--- config.mk ---
export PLATFORM = sky130hd
export DESIGN_NAME = txs_out_path
export DESIGN_NICKNAME = d
export VERILOG_FILES = /design/src/rtl/txs_pkg.sv /design/src/rtl/txs_rst_sync.sv /design/src/rtl/txs_word_en.sv /design/src/rtl/txs_word_mux.sv /design/src/rtl/txs_serializer.sv /design/src/rtl/txs_out_path.sv
export SDC_FILE = /design/constraint.sdc
export NUM_CORES = 1
export LEC_CHECK = 0
export BUFFER_PORTS_ARGS = -buffer_cell sky130_fd_sc_hd__buf_4
export CAP_MARGIN = 40
export CORE_MARGIN = 5
export CORE_UTILIZATION = 50
export DETAILED_ROUTE_END_ITERATION = 8
export GPL_ROUTABILITY_DRIVEN = 0
export MAX_ROUTING_LAYER = met4
export PLACE_DENSITY = 0.77
export SYNTH_ARGS = -nofsm -noshare
export SYNTH_HDL_FRONTEND = slang
export SYNTH_HIERARCHICAL = 1
export SYNTH_SLANG_ARGS = --single-unit
--- constraint.sdc ---
create_clock -name clk_i -period 8.3 [get_ports clk_i]
set_input_delay 0.83 -clock clk_i [delete_from_list [all_inputs] [get_ports clk_i]]
set_output_delay 0.83 -clock clk_i [all_outputs]
set_load 0.02 [all_outputs]
--- src/rtl/txs_pkg.sv ---
package txs_pkg;
  localparam int CHAR_W_DEF      = 10;
  localparam int LANES_DEF       = 2;
  localparam int WORD_CHARS_DEF  = 4;
  localparam int RAW_W_DEF       = 32;
  localparam int SYNC_STAGES_DEF = 2;

  typedef enum logic {
    MODE_PAIR   = 1'b0,
    MODE_SINGLE = 1'b1
  } lane_mode_e;
endpackage

--- src/rtl/txs_rst_sync.sv ---
module txs_rst_sync #(
  parameter int STAGES = 2
) (
  input  logic clk_i,
  input  logic rst_ni,
  output logic rst_no
);
  logic [STAGES-1:0] sync_q;

  // assert asynchronously, release after STAGES edges
  always_ff @(posedge clk_i or negedge rst_ni) begin
    if (!rst_ni) sync_q <= '0;
    else         sync_q <= {sync_q[STAGES-2:0], 1'b1};
  end

  assign rst_no = sync_q[STAGES-1];
endmodule

--- src/rtl/txs_word_en.sv ---
module txs_word_en (
  input  logic clk_i,
  input  logic rst_ni,
  output logic word_en_o
);
  logic div_q;

  always_ff @(posedge clk_i or negedge rst_ni) begin
    if (!rst_ni) div_q <= 1'b1;
    else         div_q <= ~div_q;
  end

  assign word_en_o = div_q & rst_ni;


  word_en_toggle_chk: assert property (@(posedge clk_i) disable iff (!rst_ni)
    1'b1 |=> (word_en_o != $past(word_en_o)));
endmodule

--- src/rtl/txs_word_mux.sv ---
module txs_word_mux #(
  parameter  int WORD_W = 40,
  parameter  int RAW_W  = 32,
  localparam int EXT_W  = WORD_W - RAW_W
) (
  input  logic              raw_en_i,
  input  logic [WORD_W-1:0] enc_word_i,
  input  logic [RAW_W-1:0]  raw_data_i,
  input  logic [EXT_W-1:0]  raw_ext_i,
  output logic [WORD_W-1:0] word_o
);
  always_comb begin
    if (raw_en_i) word_o = {raw_ext_i, raw_data_i};
    else          word_o = enc_word_i;
  end
endmodule

--- src/rtl/txs_serializer.sv ---
module txs_serializer
  import txs_pkg::*;
#(
  parameter  int CHAR_W     = CHAR_W_DEF,
  parameter  int LANES      = LANES_DEF,
  parameter  int WORD_CHARS = WORD_CHARS_DEF,
  localparam int WORD_W     = CHAR_W * WORD_CHARS,
  localparam int OUT_W      = CHAR_W * LANES,
  localparam int WIDE_N     = WORD_W / OUT_W,
  localparam int CNT_W      = (WORD_CHARS > 1) ? $clog2(WORD_CHARS) : 1,
  localparam int WIDE_IW    = (WIDE_N > 1) ? $clog2(WIDE_N) : 1
) (
  input  logic              clk_i,
  input  logic              rst_ni,
  input  logic              word_en_i,
  input  logic              ten_bit_i,
  input  logic [WORD_W-1:0] word_i,
  output logic              ready_o,
  output logic [OUT_W-1:0]  data_o
);
  localparam logic [CNT_W-1:0] LAST_WIDE   = CNT_W'(WIDE_N - 1);
  localparam logic [CNT_W-1:0] LAST_NARROW = CNT_W'(WORD_CHARS - 1);

  logic [WORD_W-1:0] hold_q;
  logic [OUT_W-1:0]  out_q;
  logic [CNT_W-1:0]  cnt_q;
  logic [CNT_W-1:0]  cnt_nxt;
  logic [CNT_W-1:0]  last_slot;
  lane_mode_e        mode_q;
  logic [OUT_W-1:0]  first_c;

  logic [OUT_W-1:0] wide_c   [WIDE_N];
  logic [OUT_W-1:0] narrow_c [WORD_CHARS];

  // chunk views of the held word, most significant first
  for (genvar k = 0; k < WIDE_N; k++) begin : g_wide
    assign wide_c[k] = hold_q[WORD_W-1-k*OUT_W -: OUT_W];
  end
  for (genvar k = 0; k < WORD_CHARS; k++) begin : g_narrow
    assign narrow_c[k] = OUT_W'(hold_q[WORD_W-1-k*CHAR_W -: CHAR_W]);
  end

  assign last_slot = (mode_q == MODE_SINGLE) ? LAST_NARROW : LAST_WIDE;
  assign cnt_nxt   = cnt_q + 1'b1;
  assign ready_o   = rst_ni & (cnt_q == last_slot);
  assign first_c   = ten_bit_i ? OUT_W'(word_i[WORD_W-1 -: CHAR_W])
                               : word_i[WORD_W-1 -: OUT_W];

  always_ff @(posedge clk_i or negedge rst_ni) begin
    if (!rst_ni) begin
      hold_q <= '0;
      out_q  <= '0;
      cnt_q  <= LAST_WIDE;
      mode_q <= MODE_PAIR;
    end else if (ready_o) begin
      hold_q <= word_i;
      out_q  <= first_c;
      cnt_q  <= '0;
      mode_q <= lane_mode_e'(ten_bit_i);
    end else begin
      cnt_q  <= cnt_nxt;
      out_q  <= (mode_q == MODE_SINGLE) ? narrow_c[cnt_nxt]
                                        : wide_c[cnt_nxt[WIDE_IW-1:0]];
    end
  end

  assign data_o = out_q;


  ready_on_word_en_chk: assert property (@(posedge clk_i) disable iff (!rst_ni)
    ready_o |-> word_en_i);


  load_restarts_slot_chk: assert property (@(posedge clk_i) disable iff (!rst_ni)
    ready_o |=> (cnt_q == '0));


  word_held_mid_chk: assert property (@(posedge clk_i) disable iff (!rst_ni)
    !ready_o |=> ($stable(hold_q) && $stable(mode_q)));


  single_upper_zero_chk: assert property (@(posedge clk_i) disable iff (!rst_ni)
    (mode_q == MODE_SINGLE) |-> (data_o[OUT_W-1:CHAR_W] == '0));


  pair_second_half_chk: assert property (@(posedge clk_i) disable iff (!rst_ni)
    (ready_o && !ten_bit_i) |=> ##1 (data_o == $past(hold_q[OUT_W-1:0])));
endmodule

--- src/rtl/txs_out_path.sv ---
module txs_out_path
  import txs_pkg::*;
#(
  parameter  int CHAR_W      = CHAR_W_DEF,
  parameter  int LANES       = LANES_DEF,
  parameter  int WORD_CHARS  = WORD_CHARS_DEF,
  parameter  int RAW_W       = RAW_W_DEF,
  parameter  int SYNC_STAGES = SYNC_STAGES_DEF,
  localparam int WORD_W      = CHAR_W * WORD_CHARS,
  localparam int EXT_W       = WORD_W - RAW_W,
  localparam int OUT_W       = CHAR_W * LANES
) (
  input  logic              clk_i,
  input  logic              rst_ni,
  input  logic              ten_bit_i,
  input  logic              raw_en_i,
  input  logic [WORD_W-1:0] enc_word_i,
  input  logic [RAW_W-1:0]  raw_data_i,
  input  logic [EXT_W-1:0]  raw_ext_i,
  output logic              word_ready_o,
  output logic              word_en_o,
  output logic [OUT_W-1:0]  serdes_o
);
  logic              path_rst_n;
  logic [WORD_W-1:0] sel_word;

  txs_rst_sync #(.STAGES(SYNC_STAGES)) u_rst_sync (
    .clk_i  (clk_i),
    .rst_ni (rst_ni),
    .rst_no (path_rst_n)
  );

  txs_word_en u_word_en (
    .clk_i     (clk_i),
    .rst_ni    (path_rst_n),
    .word_en_o (word_en_o)
  );

  txs_word_mux #(.WORD_W(WORD_W), .RAW_W(RAW_W)) u_word_mux (
    .raw_en_i   (raw_en_i),
    .enc_word_i (enc_word_i),
    .raw_data_i (raw_data_i),
    .raw_ext_i  (raw_ext_i),
    .word_o     (sel_word)
  );

  txs_serializer #(
    .CHAR_W     (CHAR_W),
    .LANES      (LANES),
    .WORD_CHARS (WORD_CHARS)
  ) u_serializer (
    .clk_i     (clk_i),
    .rst_ni    (path_rst_n),
    .word_en_i (word_en_o),
    .ten_bit_i (ten_bit_i),
    .word_i    (sel_word),
    .ready_o   (word_ready_o),
    .data_o    (serdes_o)
  );


  reset_quiet_chk: assert property (@(posedge clk_i)
    !path_rst_n |-> (!word_ready_o && !word_en_o && serdes_o == '0));
endmodule

==> results.ini, run 1 <==
[status]
status=finished, final reports clean

[critical_path]
reg2reg_to=u_serializer/hold_q[0]$_DFFE_PN0P_
timing.rr.start=u_rst_sync/sync_q[1]$_DFF_PN0_
reg2reg_depth=5
cp.required_ps=7470
crit_type=flip-flop to output port
r2r_slack_ps=5450
critPathCaptureType=output port
arrival_ps=2950
critPathMaxFanout=66
crit_path_start_kind=flip-flop

[timing]
setup-tns-final_ps=0
worst_pin_slew_ps=914
max_freq_mhz=264
fin_skew_ps=9.77
finalSetupViolations=0
fin_crit_ps=3780
finalHoldViolCount=0
maxSlewViolCount=0
rsz0062_at_grt=no
period_share_pct=45.6
slew-limit-headroom_pct=39.0

[clock_tree]
cts-root-buf=clkbuf_8
clockBufferDepth=2
path_clk_slew_ps=70
numCtsBuffers=9
clock_latency_ps=350
postCtsResizedCells=0
cts-htree-levels=3
cts_tree=done
cts.sinks=66
cts_setup_buffers=0
cts_hold_buffers=0

[floorplan]
dieArea_um2=9120
rows=31
core-area_um2=7180
fp.dieW_um=95.5
pin_count=106
start_util_pct=51.0
die_h_um=95.5

[drt]
vias=2549
wl_per_cell_um=18.1
wirelength_um=8420
first_pass_iters=5
ant_nets=0
vias_per_cell=5.48
first_iter_violations=113
drc=0

[pwr]
power_frac_comb_pct=36.5
ir_drop_v=0.000140
p_int_mw=1.02
power.density_nw_per_um2=318
p_seq_share_pct=38.9
clockPowerShare_pct=24.6
switchingPower_mw=0.467
p_leak_nw=2.04
p_sw_share_pct=31.3

[yosys]
ys_warn_count=6
avgSynthCellArea_um2=13.8
syn_nets=348
ys_types=34
ys_ff_latch=66
netlist_area_um2=3660
ys_seq_area_share_pct=45.2
synthCells=264

[cells_and_area]
nets=445
stdcell_count=465
final_cell_mix=buf_4, dfrtp_1, mux2_2
area_growth_pct=28.0
n_antenna_cell=0
layout-drive-gt1-share_pct=60.4
mostFrequentLayoutCell=buf_4

[grt]
grt_overflow=0
grt_pass1_wl_um=13000
grt_pass1_vias=2605
antenna_found_initial=0
grt_max_degree=67
grtUsageTotal_pct=19.5

[job]
max_cap_viol_count=0

[placement]
placed_cells=449
dp_hpwl_um=5870
portBuffers=105

[worst_hold_path]
hold_path_class=primary input to asynchronous set/reset pin

==> flip-flops by register name, summed over array words and instances (netlist names) <==
signal               cells
u_rst_sync/sync_q        2
u_serializer/cnt_q       2
u_serializer/data_o     20
u_serializer/hold_q     40
u_serializer/mode_q      1
u_word_en/div_q          1
==> per-layer routing <==
metal | up-vias | global-route usage [%] | share of wire [%]
met2 | 102 | 31.1 | 50
met3 | 17 | 5.52 | 6.7
met5 | - | - | 0
met1 | 1243 | 23.4 | 41
li1 | 1187 | - | -
met4 | 0 | 7.82 | 2.3
==> metrics by stage <==
| stage | util [%] | total power, mW | hold slack [ps] | instance area [um^2] | worst slack (ps) |
|---|---|---|---|---|---|
| 6_report | 65.2 | 1.49 | 250 | 4680 | 4520 |
| 5_1_grt | 65.2 | 1.56 | 223 | 4680 | 4250 |
| 4_1_cts | 65.2 | 1.50 | 232 | 4680 | 4490 |
| 3_5_place_dp | 61.4 | 1.12 | 342 | 4400 | 4870 |
| 3_3_place_gp | 61.4 | 1.11 | 332 | 4400 | 4970 |
| 2_1_floorplan | - | 0.937 | 331 | 3660 | 4810 |
==> synth_stat cells <==
cell type	instances	share of area (%)
inv_1	1	0.10
mux2_2	52	16
buf_1	2	0.21
a32oi_1	9	2.2
or2b_1	1	0.21
buf_2	6	0.82
a31oi_1	9	1.5
buf_12	3	1.6
mux2_4	38	16
or2_4	1	0.24
o2bb2ai_1	10	2.4
a31o_2	1	0.24
xnor2_1	1	0.24
dfrtp_1	64	44
nor3b_2	1	0.34
xor2_2	1	0.45
and2_1	2	0.34
a22oi_1	1	0.21
inv_6	1	0.24
dfstp_2	2	1.4
o21bai_1	2	0.41
nand2_1	1	0.10
nor2b_1	10	1.7
buf_8	1	0.41
nor3_2	1	0.27
nor3_1	1	0.14
a2111oi_0	9	2.2
o21ai_0	9	1.2
buf_6	4	1.2
clkbuf_1	4	0.41
mux2i_1	12	3.3
conb_1	1	0.10
clkinv_1	1	0.10
nor2_1	2	0.21
==> worst max-delay path by stage <==
stage / start / end / slack (ps)
floorplan: u_rst_sync/sync_q[1]$_DFF_PN0_ / word_ready_o / 4810
global placement: u_rst_sync/sync_q[1]$_DFF_PN0_ / word_ready_o / 4970
detailed placement: u_rst_sync/sync_q[1]$_DFF_PN0_ / word_ready_o / 4870
CTS: u_rst_sync/sync_q[1]$_DFF_PN0_ / word_ready_o / 4490
global route: u_rst_sync/sync_q[1]$_DFF_PN0_ / word_ready_o / 4250
finish: u_rst_sync/sync_q[1]$_DFF_PN0_ / word_ready_o / 4520
==> area by class of cell <==
cell class	instances	area, um^2
fillers	549	2500
multi-input cells	175	1810
flip-flops and latches	66	1660
repair buffers	106	796
clock buffers	10	138
clock inverters	6	138
well taps	99	124
inverters	3	16.3
==> power groups by stage <==
| stage | sequential (mW) | clock, mW | combinational (mW) |
|---|---|---|---|
| final | 0.579 | 0.366 | 0.544 |
| after global routing | 0.596 | 0.387 | 0.578 |
| after CTS | 0.578 | 0.373 | 0.546 |
| after detailed placement | 0.582 | 0 | 0.541 |
| after global placement | 0.579 | 0 | 0.528 |
| after floorplan | 0.597 | 0 | 0.340 |
==> critical path: stages, from the launching register on <==
cell	delay, ps
dfrtp_2	340
buf_4	590
nand2_1	460
or2_4	450
inv_6	410
buf_4	240
==> cell families after synthesis <==
| logic type | share of synthesized area [%] |
|---|---|
| other | 0.103 |
| AOI/OAI and AO/OA | 10.3 |
| muxes | 34.9 |
| and+or+nand+nor | 3.56 |
| xor gates and xnor gates | 0.685 |
| DFF | 45.2 |
| buffers and inverters | 5.17 |
No activity file was read; power rests on OpenSTA's default activity.
==> run 2, diff against run 1 <==
clock period = 3.9 ns   (was 8.3 ns; I/O delays follow)
==> run 2 against run 1 <==
- first-iteration DRC count is 20% higher
- critical path type unchanged
- largest cell class unchanged
- combinational power is 110% higher
- worst hold slack better by 110 ps
==> results.ini, run 2 (synthesis results as in run 1) <==
[drt]
first_iter_violations=136  ; +20%
wl_per_cell_um=18.1  ; +0.16%
ant_nets=0  ; unchanged
wirelength_um=8450  ; +0.38%
vias_per_cell=5.41  ; -1.3%
first_pass_iters=4  ; -1
vias=2522  ; -1.1%
drc=0  ; unchanged

[floorplan]
die_h_um=95.5  ; unchanged
start_util_pct=51.0  ; unchanged
rows=31  ; unchanged
fp.dieW_um=95.5  ; unchanged
core-area_um2=7180  ; unchanged
pin_count=106  ; unchanged
dieArea_um2=9120  ; unchanged

[clock_tree]
path_clk_slew_ps=70  ; about the same
postCtsResizedCells=0  ; unchanged
numCtsBuffers=9  ; unchanged
cts_tree=done
clock_latency_ps=340  ; about the same
cts.sinks=66  ; unchanged
cts-htree-levels=3  ; unchanged
cts-root-buf=clkbuf_8
clockBufferDepth=2  ; unchanged

[critical_path]
crit_type=flip-flop to output port
arrival_ps=2640  ; -310 ps
cpMaxStageDelayCell=dfstp_2
critPathMaxFanout=43  ; -35%
critPathCaptureType=output port
cp.required_ps=3510  ; -3960 ps
crit_path_start_kind=flip-flop
path_cells=nand2_1 -> or2_4 -> inv_6 -> buf_4
critPathMaxStageDelay_ps=820  ; +230 ps

[cells_and_area]
design_area_um2=4670  ; -0.29%
area_growth_pct=27.6
n_antenna_cell=0  ; unchanged
multiInputGateArea_um2=1810  ; unchanged
final_cell_mix=buf_4, dfrtp_1, mux2_2
layout-drive-gt1-share_pct=60.2  ; -0.16 points
fillers=550  ; +0.18%
largest_register_ffs=40  ; unchanged
mostFrequentLayoutCell=buf_4
final_util_pct=65.0  ; -0.19 points
nets=446  ; +0.22%
top_register=u_serializer/hold_q
seq_area_um2=1660  ; unchanged

[job]
max_cap_viol_count=0  ; unchanged

[timing]
fin_skew_ps=10.6  ; +0.858 ps
setup-tns-final_ps=0  ; unchanged
max_freq_mhz=330
slew-limit-headroom_pct=40.6  ; +1.7 points
fin_crit_ps=3030
worst_pin_slew_ps=889  ; -25.2 ps
finalSetupViolations=0  ; unchanged
finalHoldViolCount=0  ; unchanged
rsz0062_at_grt=no
setup_ws_ps=873  ; -3640 ps
period_share_pct=77.6
maxSlewViolCount=0  ; unchanged

[pwr]
power.density_nw_per_um2=665  ; +110%
ir_drop_v=0.000266  ; +90%
total_power_mw=3.10  ; +110%
p_leak_nw=2.03  ; -0.67%

[placement]
portBuffers=105  ; unchanged
place_area_um2=4400  ; unchanged
pre_cts_ws_ps=1250  ; -3620 ps
dp_hpwl_um=5860  ; -0.17%

[grt]
grtUsageTotal_pct=20.2  ; +0.69 points
grt_pass1_wl_um=13500  ; +3.8%
grt_pass1_vias=2658  ; +2.0%
antenna_found_initial=0  ; unchanged
grt_overflow=0  ; unchanged
grt_max_degree=66  ; -1.5%

[worst_hold_path]
hold_path_class=primary input to asynchronous set/reset pin

[status]
status=finished, final reports clean

run 2: layer usage:
| metal | wire length [um] | up-vias | GRT usage (%) |
|---|---|---|---|
| li1 | - | 1190 | - |
| met1 | 3600 | 1222 | 25.4 |
| met2 | 4140 | 88 | 31.0 |
| met3 | 494 | 22 | 6.24 |
| met4 | 216 | 0 | 7.35 |
| met5 | 0 | - | - |
run 2: per-stage QoR:
stage | hold slack (ps) | cells
2_1_floorplan | 94.4 | 264
3_3_place_gp | 175 | 449
3_5_place_dp | 174 | 449
4_1_cts | 343 | 466
5_1_grt | 338 | 466
6_report | 359 | 466
run 2: timing repair:
item | in CTS | in global routing
hold buffers | 1 | 0
buffers inserted | 0 | 0
endpoints found under the hold margin | 2 | 0
run 2: where the power goes:
group          switching [mW]  internal [mW]  total, mW  leakage (nW)
clock                   0.265          0.443      0.708         0.119
sequential              0.231           1.00       1.23         0.784
combinational           0.493          0.668       1.16          1.13
run 2: worst paths after layout:
| path | startpoint | endpoint | slack, ps | depth (start not counted) |
|---|---|---|---|---|
| max in group asynchronous | u_rst_sync/sync_q[1]$_DFF_PN0_ | u_serializer/hold_q[19]$_DFFE_PN0P_ | 2900 | 1 |
| worst min register to register | u_rst_sync/sync_q[0]$_DFF_PN0_ | u_rst_sync/sync_q[1]$_DFF_PN0_ | 360 | 0 |
| worst max-delay path | u_serializer/cnt_q[0]$_DFF_PN1_ | word_ready_o | 870 | 4 |
| worst max register to register | u_serializer/cnt_q[0]$_DFF_PN1_ | u_serializer/mode_q$_DFFE_PN0P_ | 1310 | 4 |
| worst min-delay path | rst_ni | u_rst_sync/sync_q[1]$_DFF_PN0_ | 360 | 2 |
| min in group clk_i | u_rst_sync/sync_q[0]$_DFF_PN0_ | u_rst_sync/sync_q[1]$_DFF_PN0_ | 360 | 0 |
run 2: layout make-up:
cell class | count | area share, %
Clock buffer | 10 | 2.95
Clock inverter | 6 | 2.44
Inverter | 3 | 0.349
Multi-Input combinational cell | 175 | 38.9
Sequential cell | 66 | 35.5
Tap cell | 99 | 2.65
Timing Repair Buffer | 107 | 17.3
run 2: worst max-delay path: cells and delay by family, from the launching register on:
family                 cells  cell delay [ps]
buffers and inverters      2              670
DFF                        1              820
and+or+nand+nor            2              800
==> run 3, diff against run 2 <==
ABC_AREA = 1   (was unset)
CORE_UTILIZATION = 48   (was 50)
clock period = 2.7 ns   (was 3.9 ns; I/O delays follow)
==> run 3 against run 2 <==
- clock skew about the same
- clock power increased by 35%
- area after synthesis increased by 8.9%
- first-iteration DRC count increased by 100%
- cell count increased by 68%
- non-clock buffer count increased by 2
- sequential power increased by 36%
==> results.ini, run 3 <==
[grt]
grt_pass1_wl_um=17700  ; +31%
grt_overflow=0  ; unchanged
grt_pass1_vias=3729  ; +40%
antenna_found_initial=0  ; unchanged
grt_max_degree=74  ; +12%
grtUsageTotal_pct=21.9  ; +1.7 points

[timing]
slew-limit-headroom_pct=48.6  ; +7.9 points
finalSetupViolations=0  ; unchanged
finalHoldViolCount=0  ; unchanged
worst_pin_slew_ps=771  ; -117 ps
maxSlewViolCount=0  ; unchanged
max_freq_mhz=448
fin_skew_ps=11.0  ; +0.336 ps
fin_crit_ps=2230
period_share_pct=82.7
rsz0062_at_grt=no
setup-tns-final_ps=0  ; unchanged

[cells_and_area]
top_register=u_serializer/hold_q
mostFrequentLayoutCell=nand2_1
area_growth_pct=22.8
nets=758  ; +70%
final_util_pct=60.1  ; -4.9 points
n_antenna_cell=0  ; unchanged
layout-drive-gt1-share_pct=22.5  ; -38 points
final_cell_mix=nand2_1, buf_4, dfrtp_1
largest_register_ffs=40  ; unchanged

[placement]
dp_hpwl_um=7330  ; +25%
portBuffers=105  ; unchanged

[yosys]
synth-async-reset-ratio_pct=100  ; unchanged
syn_nets=673  ; +93%
ys_warn_count=6  ; unchanged
netlist_area_um2=3980  ; +8.9%
synth.top_cell.area_share_pct=40.2  ; -3.6 points
ys_ff_latch=66  ; unchanged
synth_top_area_cell=dfrtp_1
synth_area_leaders=dfrtp_1, nand2_1, o21ai_0
synthFlopType=dfrtp_1
ys_seq_area_share_pct=41.5  ; -3.7 points
synth_common_cells=nand2_1, dfrtp_1, inv_1, o21ai_0, nor2_1
synthCells=589  ; +120%
ys_types=27  ; -21%
synth_edf_count=0  ; unchanged
avgSynthCellArea_um2=6.76  ; -51%
synth.most_common_cell=nand2_1

[drt]
vias_per_cell=4.93  ; -8.9%
wl_per_cell_um=13.1  ; -27%
wirelength_um=10300  ; +22%
first_pass_iters=5  ; +1
ant_nets=0  ; unchanged
vias=3865  ; +53%
first_iter_violations=273  ; +100%
drc=0  ; unchanged

[critical_path]
path_cells=nand2_1 -> inv_1 -> nand2_2 -> inv_4 -> buf_4
reg2reg_depth=9  ; +5
cp.required_ps=2430  ; -1080 ps
critPathMaxStageDelay_ps=720  ; -100 ps
critPathCaptureType=output port
arrival_ps=1960  ; -680 ps
critPathMaxFanout=51  ; +19%
crit_path_start_kind=flip-flop
cpMaxStageDelayCell=dfstp_2
crit_type=flip-flop to output port

[clock_tree]
cts_tree=done
cts_setup_buffers=0  ; unchanged
clock_latency_ps=340  ; about the same
cts-root-buf=clkbuf_8
cts-htree-levels=3  ; unchanged
clockBufferDepth=2  ; unchanged
path_clk_slew_ps=70  ; about the same
numCtsBuffers=9  ; unchanged
cts.sinks=66  ; unchanged

[worst_hold_path]
min_path_cells=5
hold_path_class=primary input to flip-flop

[floorplan]
rows=33  ; +6.5%
core-area_um2=8130  ; +13%
die_h_um=101  ; +5.8%
pin_count=106  ; unchanged
dieArea_um2=10200  ; +12%
fp.dieW_um=101  ; +5.8%
start_util_pct=49.0  ; -2.0 points

[pwr]
ir_drop_v=0.000323  ; +21%
p_leak_nw=2.80  ; +38%
power.density_nw_per_um2=895  ; +35%

[job]
max_cap_viol_count=0  ; unchanged

[status]
status=finished, final reports clean

==> run 3: per-layer routing <==
layer | wire (um) | global-route usage, % | part of all wire [%] | vias to the layer above
met2 | 4630 | 32.6 | 45 | 161
met5 | 0 | - | 0 | -
met1 | 4720 | 30.3 | 46 | 1733
met3 | 747 | 3.39 | 7.2 | 21
met4 | 211 | 8.08 | 2.0 | 0
li1 | - | - | - | 1950
==> run 3: final timing paths <==
check,startpoint,to,slack (ps)
min in group asynchronous,rst_ni,u_rst_sync/sync_q[1]$_DFF_PN0_,250
hold / removal,enc_word_i[5],u_serializer/hold_q[5]$_DFFE_PN0P_,210
hold reg to reg,u_rst_sync/sync_q[0]$_DFF_PN0_,u_rst_sync/sync_q[1]$_DFF_PN0_,360
max in group asynchronous,u_rst_sync/sync_q[1]$_DFF_PN0_,u_serializer/hold_q[4]$_DFFE_PN0P_,1690
setup reg to reg,u_serializer/cnt_q[0]$_DFF_PN1_,u_serializer/data_o[5]$_DFF_PN0_,810
setup / recovery,u_serializer/cnt_q[0]$_DFF_PN1_,word_ready_o,470
==> run 3: critical path: cells and delay by family (launching register included) <==
| kind | cells | cell delay [ps] |
|---|---|---|
| buf+inv | 3 | 710 |
| simple gates | 2 | 160 |
| flops | 1 | 720 |
==> run 3: through the flow <==
stage | setup slack [ps] | total power, mW | hold slack [ps] | area [um^2] | cells
floorplan | 88.4 | 2.82 | -25.6 | 3980 | 589
global placement | 869 | 3.35 | 53.3 | 4640 | 767
detailed placement | 852 | 3.40 | 54.4 | 4640 | 767
CTS | 466 | 4.38 | 197 | 4890 | 784
global route | 319 | 4.73 | 222 | 4890 | 784
finish | 467 | 4.38 | 208 | 4890 | 784
==> run 3: where the power goes <==
group	leakage [nW]	switching, mW	internal [mW]
sequential	0.823	0.266	1.40
combinational	1.86	1.07	0.682
clock	0.119	0.360	0.594
total	2.80	1.70	2.68
==> run 3: kinds of logic (layout without fill, tap and decap cells) <==
logic type / after synthesis / in the layout / share of synthesized area (%)
other cells: 1 / 1 / 0.0942
simple gates: 386 / 386 / 37.6
buf+inv: 74 / 164 / 11.1
compound gates: 61 / 61 / 9.43
flops: 66 / 66 / 41.5
xor+xnor: 1 / 1 / 0.220
==> run 3: timing repair <==
| item | 4_1_cts | 5_1_grt |
|---|---|---|
| hold buffers | 1 | 0 |
| gates resized for setup | 0 | 0 |
| endpoints found under the hold margin | 2 | 0 |
==> run 3: area by class of cell <==
cell class                      instances  area (um^2)
Inverter                               39          156
Timing Repair Buffer                  109          821
Sequential cell                        66         1660
Tap cell                              105          131
Fill cell                             749         3240
Multi-Input combinational cell        449         1890
Clock inverter                          4         72.6
Clock buffer                           12          165
